File: src/rtl/spi_seq_pkg.sv
package spi_seq_pkg;

    typedef enum logic [1:0] {
        ST_IDLE = 2'd0,
        ST_XFER = 2'd1,
        ST_WAIT = 2'd2
    } seq_state_e;

    typedef struct packed {
        logic has_tx;
        logic rx_en;
        logic cs_change;
        logic last;
    } xfer_flags_t;

    typedef struct packed {
        logic cpol;
        logic cpha;
        logic lsb_first;
    } spi_mode_t;

    localparam int NUM_CNT  = 4;
    localparam int CNT_MSG  = 0;
    localparam int CNT_BYTE = 1;
    localparam int CNT_WCOL = 2;
    localparam int CNT_MODF = 3;

endpackage

File: src/rtl/spi_seq_baud.sv
module spi_seq_baud #(
    parameter int RATIO_W = 16
) (
    input  logic [RATIO_W-1:0] ratio,
    output logic [2:0]         prescale,
    output logic [2:0]         exponent
);
    localparam int SW = RATIO_W + 1;

    logic [SW-1:0] s;
    logic [7:0]    e;

    always_comb begin
        s = ({1'b0, ratio} + SW'(1)) >> 1;
        if (s == '0) begin
            s = SW'(1);
        end
        e = '0;
        for (int i = 0; i < RATIO_W; i++) begin
            if ((s - SW'(1)) > SW'(7)) begin
                s = (s + SW'(1)) >> 1;
                e = e + 8'd1;
            end
        end
        if (e > 8'd7) begin
            prescale = 3'd7;
            exponent = 3'd7;
        end else begin
            prescale = 3'(s - SW'(1));
            exponent = e[2:0];
        end
    end

endmodule

File: src/rtl/spi_seq_satcnt.sv
module spi_seq_satcnt #(
    parameter int W = 8
) (
    input  logic         clk,
    input  logic         rst_n,
    input  logic         inc,
    output logic [W-1:0] count
);
    always_ff @(posedge clk) begin
        if (!rst_n) begin
            count <= '0;
        end else if (inc && (count != '1)) begin
            count <= count + W'(1);
        end
    end
endmodule

File: src/rtl/spi_seq_timer.sv
module spi_seq_timer #(
    parameter int DLY_W = 8
) (
    input  logic             clk,
    input  logic             rst_n,
    input  logic             load,
    input  logic [DLY_W-1:0] load_val,
    output logic             expired
);
    logic [DLY_W-1:0] remain_q;

    always_ff @(posedge clk) begin
        if (!rst_n) begin
            remain_q <= '0;
        end else if (load) begin
            remain_q <= load_val;
        end else if (remain_q != '0) begin
            remain_q <= remain_q - DLY_W'(1);
        end
    end

    assign expired = (remain_q == '0);
endmodule

File: src/rtl/spi_msg_seq.sv
module spi_msg_seq
    import spi_seq_pkg::*;
#(
    parameter int LEN_W   = 8,
    parameter int DLY_W   = 8,
    parameter int RATIO_W = 16,
    parameter int CNT_W   = 8
) (
    input  logic               clk,
    input  logic               rst_n,
    input  logic               desc_valid,
    output logic               desc_ready,
    input  logic [LEN_W-1:0]   desc_len,
    input  logic               desc_has_tx,
    input  logic               desc_rx_en,
    input  logic [DLY_W-1:0]   desc_delay,
    input  logic               desc_cs_change,
    input  logic               desc_last,
    input  logic               desc_cpol,
    input  logic               desc_cpha,
    input  logic               desc_lsb_first,
    input  logic [RATIO_W-1:0] desc_ratio,
    input  logic               tx_valid,
    output logic               tx_ready,
    input  logic [7:0]         tx_data,
    output logic               rx_valid,
    output logic [7:0]         rx_data,
    output logic               eng_cpol,
    output logic               eng_cpha,
    output logic               eng_lsb_first,
    output logic [2:0]         eng_prescale,
    output logic [2:0]         eng_exponent,
    output logic               eng_wr,
    output logic [7:0]         eng_wdata,
    input  logic               evt_done,
    input  logic               evt_wcol,
    input  logic               evt_modf,
    input  logic [7:0]         evt_rdata,
    output logic               cs_n,
    output logic               msg_done,
    output logic               msg_err,
    output logic               spurious,
    output logic [CNT_W-1:0]   cnt_msgs,
    output logic [CNT_W-1:0]   cnt_bytes,
    output logic [CNT_W-1:0]   cnt_wcol,
    output logic [CNT_W-1:0]   cnt_modf
);
    seq_state_e  state_q, state_d;
    xfer_flags_t flags_q;
    spi_mode_t   mode_q;
    logic [2:0]  pre_q, exp_q, pre_calc, exp_calc;
    logic [LEN_W-1:0] rem_q;
    logic [DLY_W-1:0] dly_q;
    logic [7:0]  last_tx_q, rx_d_q;
    logic        need_q, cs_n_q, done_q, err_q, rx_v_q, spur_q;

    logic in_flight, byte_avail, last_byte;
    logic take_wcol, take_modf, take_done, spur_now;
    logic send_new, accept, wait_ok, finish_ok, drop_cs, tmr_load, tmr_expired;
    logic [NUM_CNT-1:0] cnt_inc;
    logic [CNT_W-1:0]   cnt_val [NUM_CNT];

    spi_seq_baud #(.RATIO_W(RATIO_W)) u_baud (
        .ratio    (desc_ratio),
        .prescale (pre_calc),
        .exponent (exp_calc)
    );

    spi_seq_timer #(.DLY_W(DLY_W)) u_timer (
        .clk      (clk),
        .rst_n    (rst_n),
        .load     (tmr_load),
        .load_val (dly_q),
        .expired  (tmr_expired)
    );

    // Event qualification and strobes
    always_comb begin
        in_flight  = (state_q == ST_XFER) && !need_q;
        byte_avail = !flags_q.has_tx || tx_valid;
        last_byte  = (rem_q == LEN_W'(1));
        take_wcol  = in_flight && evt_wcol;
        take_modf  = in_flight && !evt_wcol && evt_modf;
        take_done  = in_flight && !evt_wcol && !evt_modf && evt_done;
        spur_now   = (evt_done || evt_wcol || evt_modf) && !in_flight;
        send_new   = (state_q == ST_XFER) && need_q && byte_avail;
        wait_ok    = (state_q == ST_WAIT) && tmr_expired && !flags_q.last
                     && !(flags_q.cs_change && !cs_n_q);
        drop_cs    = (state_q == ST_WAIT) && tmr_expired && !flags_q.last
                     && flags_q.cs_change && !cs_n_q;
        finish_ok  = (state_q == ST_WAIT) && tmr_expired && flags_q.last;
        desc_ready = (state_q == ST_IDLE) || wait_ok;
        accept     = desc_valid && desc_ready;
        tmr_load   = take_done && last_byte;
        eng_wr     = send_new || take_wcol;
        eng_wdata  = take_wcol ? last_tx_q : (flags_q.has_tx ? tx_data : 8'h00);
        tx_ready   = send_new && flags_q.has_tx;
        cnt_inc[CNT_MSG]  = finish_ok;
        cnt_inc[CNT_BYTE] = take_done;
        cnt_inc[CNT_WCOL] = take_wcol;
        cnt_inc[CNT_MODF] = take_modf;
    end

    // Next state
    always_comb begin
        state_d = state_q;
        unique case (state_q)
            ST_IDLE: if (accept) state_d = ST_XFER;
            ST_XFER: begin
                if (take_modf) begin
                    state_d = ST_IDLE;
                end else if (take_done && last_byte) begin
                    state_d = ST_WAIT;
                end
            end
            ST_WAIT: begin
                if (finish_ok) begin
                    state_d = ST_IDLE;
                end else if (accept) begin
                    state_d = ST_XFER;
                end
            end
            default: state_d = ST_IDLE;
        endcase
    end

    always_ff @(posedge clk) begin
        if (!rst_n) begin
            state_q <= ST_IDLE;
        end else begin
            state_q <= state_d;
        end
    end

    // Datapath and output registers
    always_ff @(posedge clk) begin
        if (!rst_n) begin
            flags_q   <= '0;
            mode_q    <= '0;
            pre_q     <= '0;
            exp_q     <= '0;
            rem_q     <= '0;
            dly_q     <= '0;
            last_tx_q <= '0;
            rx_d_q    <= '0;
            need_q    <= 1'b0;
            cs_n_q    <= 1'b1;
            done_q    <= 1'b0;
            err_q     <= 1'b0;
            rx_v_q    <= 1'b0;
            spur_q    <= 1'b0;
        end else begin
            done_q <= 1'b0;
            rx_v_q <= 1'b0;
            spur_q <= spur_now;
            if (accept) begin
                flags_q <= '{has_tx: desc_has_tx, rx_en: desc_rx_en,
                             cs_change: desc_cs_change, last: desc_last};
                rem_q   <= (desc_len == '0) ? LEN_W'(1) : desc_len;
                dly_q   <= desc_delay;
                need_q  <= 1'b1;
                cs_n_q  <= 1'b0;
                if (state_q == ST_IDLE) begin
                    mode_q <= '{cpol: desc_cpol, cpha: desc_cpha, lsb_first: desc_lsb_first};
                    pre_q  <= pre_calc;
                    exp_q  <= exp_calc;
                end
            end
            if (send_new) begin
                need_q    <= 1'b0;
                last_tx_q <= eng_wdata;
            end
            if (take_done) begin
                rem_q  <= rem_q - LEN_W'(1);
                need_q <= !last_byte;
                rx_v_q <= flags_q.rx_en;
                rx_d_q <= evt_rdata;
            end
            if (take_modf) begin
                cs_n_q <= 1'b1;
                done_q <= 1'b1;
                err_q  <= 1'b1;
            end
            if (finish_ok) begin
                cs_n_q <= 1'b1;
                done_q <= 1'b1;
                err_q  <= 1'b0;
            end
            if (drop_cs) begin
                cs_n_q <= 1'b1;
            end
        end
    end

    for (genvar g = 0; g < NUM_CNT; g++) begin : g_cnt
        spi_seq_satcnt #(.W(CNT_W)) u_cnt (
            .clk   (clk),
            .rst_n (rst_n),
            .inc   (cnt_inc[g]),
            .count (cnt_val[g])
        );
    end

    assign cnt_msgs      = cnt_val[CNT_MSG];
    assign cnt_bytes     = cnt_val[CNT_BYTE];
    assign cnt_wcol      = cnt_val[CNT_WCOL];
    assign cnt_modf      = cnt_val[CNT_MODF];
    assign cs_n          = cs_n_q;
    assign msg_done      = done_q;
    assign msg_err       = err_q;
    assign rx_valid      = rx_v_q;
    assign rx_data       = rx_d_q;
    assign spurious      = spur_q;
    assign eng_cpol      = mode_q.cpol;
    assign eng_cpha      = mode_q.cpha;
    assign eng_lsb_first = mode_q.lsb_first;
    assign eng_prescale  = pre_q;
    assign eng_exponent  = exp_q;

endmodule

File: config.mk
export PLATFORM = sky130hd
export DESIGN_NAME = spi_msg_seq
export DESIGN_NICKNAME = d
export VERILOG_FILES = /design/src/rtl/spi_seq_pkg.sv /design/src/rtl/spi_seq_baud.sv /design/src/rtl/spi_seq_satcnt.sv /design/src/rtl/spi_seq_timer.sv /design/src/rtl/spi_msg_seq.sv
export SDC_FILE = /design/constraint.sdc
export NUM_CORES = 1
export LEC_CHECK = 0
export BUFFER_PORTS_ARGS = -buffer_cell sky130_fd_sc_hd__buf_4
export CORE_MARGIN = 2
export CORE_UTILIZATION = 65
export CTS_BUF_LIST = sky130_fd_sc_hd__clkbuf_8
export DETAILED_ROUTE_END_ITERATION = 6
export PLACE_DENSITY_LB_ADDON = 0.1
export SYNTH_ARGS = -nofsm -noshare
export SYNTH_HDL_FRONTEND = slang
export SYNTH_HIERARCHICAL = 1
export SYNTH_SLANG_ARGS = --single-unit
File: constraint.sdc
create_clock -name clk -period 64.6 [get_ports clk]
set_input_delay 9.69 -clock clk [delete_from_list [all_inputs] [get_ports clk]]
set_output_delay 9.69 -clock clk [all_outputs]
set_load 0.05 [all_outputs]
After elaboration in Yosys (flattened, before gate mapping)
Index checks and enable logic that the tools add are counted.
{ "classes": {"n_addsub": 55, "n_lt_le_gt_ge": 17, "eq_ne": 8, "muxes": 52, "bitwise": 1, "n_reduce_logical": 49} }
{ "ops": {"columns": ["cell", "n"], "rows": [
  ["greater-than comparator 17 x 3 -> 1 bit (second input constant)", 16],
  ["subtractor 17 x 1 -> 17 bit (second input constant)", 16],
  ["adder 17 x 1 -> 17 bit (second input constant)", 15],
  ["2-to-1 mux 17 bit", 15],
  ["2-to-1 mux 8 bit", 22],
  ["adder 8 x 1 -> 8 bit (second input constant)", 19],
  ["inequality test 8 bit (second input constant)", 4],
  ["logical AND 1 bit", 23],
  ["adder 16 x 1 -> 17 bit (second input constant)", 1],
  ["logical NOT 17 bit", 1],
  ["logical NOT 8 bit", 2],
  ["2-to-1 mux 16 bit", 1],
  ["subtractor 8 x 1 -> 8 bit (second input constant)", 2],
  ["logical NOT 1 bit", 9],
  ["2-to-1 mux 3 bit", 3],
  ["== test 8 x 1 -> 1 bit (second input constant)", 1],
  ["greater-than comparator 8 x 3 -> 1 bit (second input constant)", 1],
  ["2-to-1 mux 2 bit", 4],
  ["nonzero test 8 bit", 1],
  ["2-to-1 mux 1 bit", 6],
  ["one-hot mux 2 bit (3 select lines)", 1],
  ["logical OR 1 bit", 5],
  ["adder 4 x 1 -> 4 bit (second input constant)", 1],
  ["AND reduction 2 bit", 2],
  ["other kinds (10)", 11]
]} }
{ "word_totals": {"register_bits": 93, "in_bits": 62, "out_inout_bits": 65, "word_cells": 207} }

Longest topological paths before layout
{ "logic_depth": {"depth_word": 53, "depth_mapped": 170} }

Cells and area by module
Netlist, hierarchy kept.
{ "modules_own_cells": {"columns": ["module", "instances", "cells_per_inst", "area_each_um2"], "rows": [
  ["spi_seq_baud", 1, 1637, 11250.8],
  ["spi_msg_seq", 1, 295, 2294.7],
  ["spi_seq_satcnt", 4, 47, 404.1],
  ["spi_seq_timer", 1, 51, 457.9]
]} }

Worst setup path after synthesis
Ideal clock, no wire load.
{ "synth_path": {"kind": "in2reg", "from": "in desc_ratio[5]", "to": "reg pre_q[2] (netlist: eng_prescale[2])", "setup_ns": 0.132, "arrival_time_ns": 40.707, "required_ns": 64.468, "setup_slack_ns": 23.761, "cell_stages": 154, "path_buffers": 22, "path_cell_list": "buf_2 > nand4_1 > or4_1 > buf_2 > mux2i_4 > and4_1 > a31o_2 > inv_1 > ha_1 > nor2_1 > a211oi_1 > o2111ai_1 > a2111oi_0 > o211ai_1 > or3_4 > clkinv_1 > buf_2 > o21ai_0 > [118 not listed] > ha_1 > inv_1 > o31a_1 > a22oi_2 > o31ai_4 > nand2_1 > o21ai_0 > inv_1 > ha_1 > or3_1 > o31a_1 > a211oi_2 > mux2i_1 > ha_1 > xor2_1 > nand3_1 > nand2_1 > a21oi_1"} }
{ "synth_via": {"elab_chain_cells": 53, "elab_cells_between_ends": 101, "classes_between": "49 x add/sub; 17 x order compare; 34 x mux; 1 x reduce/logical"} }
{ "synth_rtl": {"columns": ["item", "line", "source"], "rows": [
  ["start, declared", "spi_msg_seq.sv:22", "input logic [RATIO_W-1:0] desc_ratio,"],
  ["adder 16 x 1 -> 17 bit (*)", "spi_seq_baud.sv:14", "s = ({1'b0, ratio} + SW'(1)) >> 1;"],
  ["logical NOT 17 bit", "spi_seq_baud.sv:15", "if (s == '0) begin"],
  ["2-to-1 mux 16 bit (*)", "spi_seq_baud.sv:15", null],
  ["subtractor 17 x 1 -> 17 bit", "spi_seq_baud.sv:20", "if ((s - SW'(1)) > SW'(7)) begin"],
  ["greater-than comparator 17 x 3 -> 1 bit", "spi_seq_baud.sv:20", null],
  ["2-to-1 mux 17 bit", "spi_seq_baud.sv:20", null],
  ["subtractor 17 x 1 -> 17 bit", "spi_seq_baud.sv:20", null],
  ["greater-than comparator 17 x 3 -> 1 bit", "spi_seq_baud.sv:20", null],
  ["[38 not listed]", null, null],
  ["greater-than comparator 17 x 3 -> 1 bit", "spi_seq_baud.sv:20", null],
  ["2-to-1 mux 17 bit", "spi_seq_baud.sv:20", null],
  ["subtractor 17 x 1 -> 17 bit", "spi_seq_baud.sv:20", null],
  ["greater-than comparator 17 x 3 -> 1 bit", "spi_seq_baud.sv:20", null],
  ["2-to-1 mux 8 bit or 2-to-1 mux 3 bit (tied branches)", "spi_seq_baud.sv:20", null],
  ["greater-than comparator 8 x 3 -> 1 bit or subtractor 3 x 1 -> 3 bit (tied branches)", "spi_seq_baud.sv:25, spi_seq_baud.sv:29", null],
  ["2-to-1 mux 3 bit (*)", "spi_seq_baud.sv:25", "if (e > 8'd7) begin"],
  ["net pre_calc[2]", "spi_msg_seq.sv:51", "logic [2:0] pre_q, exp_q, pre_calc, exp_calc;"],
  ["end signal, assigned", "spi_msg_seq.sv:165", "pre_q <= pre_calc;"],
  ["end, declared", "spi_msg_seq.sv:51", null]
]} }
The timed path passes the listed nets; every way through them passes the cells marked *.
A chain may end at the register's enable or synchronous reset.

Worst setup path in the final report
{ "layout_path": {"from": "in desc_ratio[0]", "to": "reg pre_q[2] (netlist: eng_prescale[2])"} }
Same word-level chain as after synthesis.

==> results.md <==
- Clock sinks: 93
- Total vias in the final route: 17300
- Reg clk slew, reported paths: 100 ps
- Most frequently used flop master after synthesis: dfxtp_1
- CTS tree: built
- Cts hold-fix bufs: 0
- Number of antenna repair diodes: 0
- Post-synthesis instance area: 15600 sq um
- Buf/Inv on CP: 19
- Unrepaired setup endpoints after global routing: false
- Number of antenna violations at the first check in global routing: 0
- Adder and majority cell fraction of the synthesized area: 4.48%
- IO Port Bufs: 126
- Most common cell after layout, fill and taps aside: nand2_1
- Height of the chip: 159 um
- Pre-antenna DRT Iters: 7
- Transition at the pin with the smallest max-transition slack: 1180 ps
- Initial core utilization: 66.3%
- Total congestion overflow: 0
- Fmax achieved: 0.0217 GHz
- Width of the die: 159 um
- Portion of netlist area occupied by mux cells: 6.00%
- Area of the die: 25300 sq um
- Number of CTS-inserted buffers: 9
- Commonest non-fill, non-tap cells in the layout: 267 x nand2_1, 156 x a21oi_1, 133 x buf_4
- Register bit total from synthesis: 93
- Final period utilization: 71.4%
- Fill cell total of the finished layout: 2005
- Post-Syn Area per Cell: 7.19 sq um
- Buffer cell driving the clock tree root: clkbuf_8
- Time the worst path needs with I/O delays and setup: 46130 ps
- Xor/xnor cell area share of the yosys netlist: 9.35%
- Cells after Synth: 2171
- Clock latency of the later-clocked register in the worst-skew pair: 380 ps
- # rows: 56
- Most used cell, CP: ha_1
- Sequential area share after synthesis: 11.9%
- Number of H-tree branching levels: 3
- Leading cell types by total area after synthesis: dfxtp_1 12%, xnor2_1 6.6%, nand2_1 6.4%, a21oi_1 5.0%, ha_1 4.4%
- Vias in the first global route: 15600
- Worst setup path class: in2reg
- Final routed DRC violation total: 0
- Deepest clock path buffer count: 2
- Number of hold-slack violations in the final timing report: 0
- Kind of start point of the critical path: input pin
- Proportion of netlist area held by the largest area contributor: 11.9%
- Area of the core: 23500 sq um
- I/O Pins: 127
- Number of violations reported at the end of detailed-routing iteration 0: 1983
- Worst path arrival time: 46380 ps
- Post-layout nets: 2343
- Layout cell share with drive strength beyond 1: 13.4%
- Largest area contributor in the synthesized netlist: dfxtp_1
- Number of flops mapped to enable cells by yosys: 0
- Gp weighted congestion: 0.981
- Yosys warnings: 6
- Post-CTS Setup Inserts: 0
- Total routed wirelength: 45600 um
- Normalized max-slew margin: 21.1%
- Max cap viols: 0
- Yosys cell types: 133
- Setup TNS after final layout: 0 ps
- Combinational family with the most area after synthesis: simple AND/OR/NAND/NOR gates
- Simple-gate portion of the synthesized area: 31.8%
- Wire length of the first global-routing pass: 75500 um
- Clock Skews: 12.3 ps
- Final setup violation count: 0
- Area fraction in compound gates after synthesis: 31.3%
- Synth-to-layout area growth: 7.37%
- Maximum number of pins on one net before global-route repair: 50
- Crit. End Element: register
- Classification of the worst-slack hold path: reg2reg
- Run status: finished, final reports clean
- Largest delay share family, worst path: compound AO/OA/AOI/OAI gates
- Critical path peak fanout: 33
- Vias per inst: 6.78
- Average wire length per cell after detail routing: 17.9 um
- Data required time at the worst endpoint: 64850 ps
- Gr usage total: 34.0%
- Async set-reset flop share out of synthesis: 0%
- Resize count post-CTS: 0
- Peak per-stage delay on the critical path: 730 ps
- Half-perimeter wire length after detailed placement: 35200 um
- Post-synthesis net count: 2288
- Fin. max-slew vios: 0
- Final ANT Viol Nets: 0
- Slowest stage cell on the critical path: or4_1
layer usage:
metal / GRT usage, % / vias to the layer above / share of wire (%)
met1: 46.4 / 8000 / 44
met3: 3.59 / 120 / 7.1
met2: 56.8 / 837 / 46
met4: 9.79 / 0 / 2.5
met5: 0 / - / 0
li1: - / 8333 / -
layout make-up:
class	instances	area (sq um)	area share [%]
clock buffers	9	124	0.739
clock inverters	7	92.6	0.552
inverters	93	352	2.10
multi-input cells	1896	12900	77.2
flip-flops and latches	93	1860	11.1
well taps	319	399	2.38
repair buffers	133	998	5.95
through the flow:
step / hold slack, ps / cell area, sq um / std cells / util [%] / setup WS [ps]
3_3_place_gp: 438 / 16600 / 2534 / 70.3 / 20310
3_5_place_dp: 447 / 16600 / 2534 / 70.3 / 18800
6_report: 461 / 16800 / 2550 / 71.2 / 18470
4_1_cts: 462 / 16800 / 2550 / 71.2 / 19180
2_1_floorplan: 432 / 15600 / 2171 / - / 23760
5_1_grt: 483 / 16800 / 2550 / 71.2 / 15420
logic make-up (layout without fill, tap and decap cells):
kind of cell	after synthesis	in the layout
AO/OA/AOI/OAI	653	653
XOR/XNOR	165	165
AND/OR/NAND/NOR	937	937
flip-flops	93	93
buffers and inverters	182	242
multiplexers	85	85
adder cells (fa/ha/maj)	56	56
registers in the layout, summed over array words and instances (netlist names), 2 cells and up:
register	cells
rem_q	8
eng_prescale	3
u_timer/remain_q	8
eng_exponent	3
rx_data	8
state_q	2
dly_q	8
flags_q	4
g_cnt.u_cnt/count	32
last_tx_q	8
worst paths after layout:
kind	from	endpoint	slack, ps	cells past startpoint
worst max-delay path	desc_ratio[0]	eng_prescale[2]	18470	137
worst min-delay path	eng_prescale[1]	eng_prescale[1]	460	2
worst max register to register	u_timer/remain_q[3]	rem_q[7]	61920	6
worst min register to register	eng_prescale[1]	eng_prescale[1]	460	2
cell usage after synthesis (8+ instances only):
| library cell | number |
|---|---|
| nor4b_1 | 10 |
| o21ai_1 | 11 |
| o211ai_1 | 24 |
| xor2_1 | 46 |
| or2_2 | 13 |
| nor3b_1 | 10 |
| a211o_1 | 12 |
| nand2_1 | 267 |
| or4_1 | 15 |
| clkbuf_1 | 32 |
| o21bai_1 | 13 |
| o21a_1 | 13 |
| nor4_1 | 31 |
| and4_1 | 14 |
| a21o_1 | 23 |
| nor3_1 | 77 |
| o21ai_0 | 83 |
| buf_2 | 34 |
| nand4b_1 | 10 |
| a311oi_1 | 11 |
| ha_1 | 55 |
| nor2_1 | 126 |
| mux2i_1 | 45 |
| nor2b_1 | 20 |
| buf_4 | 9 |
| and2_1 | 30 |
| mux2_2 | 29 |
| o31ai_1 | 28 |
| or3_1 | 25 |
| dfxtp_1 | 93 |
| a32oi_1 | 11 |
| a31oi_1 | 34 |
| nand2b_1 | 24 |
| o22ai_1 | 8 |
| o31a_1 | 12 |
| and3_1 | 48 |
| xnor2_1 | 117 |
| nand3_1 | 116 |
| a21oi_1 | 156 |
| a21boi_1 | 9 |
| nand4_1 | 46 |
| a211oi_1 | 26 |
| inv_1 | 90 |
| a21boi_0 | 10 |
| nand3b_1 | 10 |
worst register-to-register path, delay by kind of cell, from the launching register on:
family / cells / cell delay (ps)
flops: 1 / 370
compound gates: 2 / 660
simple gates: 4 / 1510
Power is left out: the tool's default activity adds up to more than one toggle a clock period on the data nets, which glitch-free logic cannot reach.
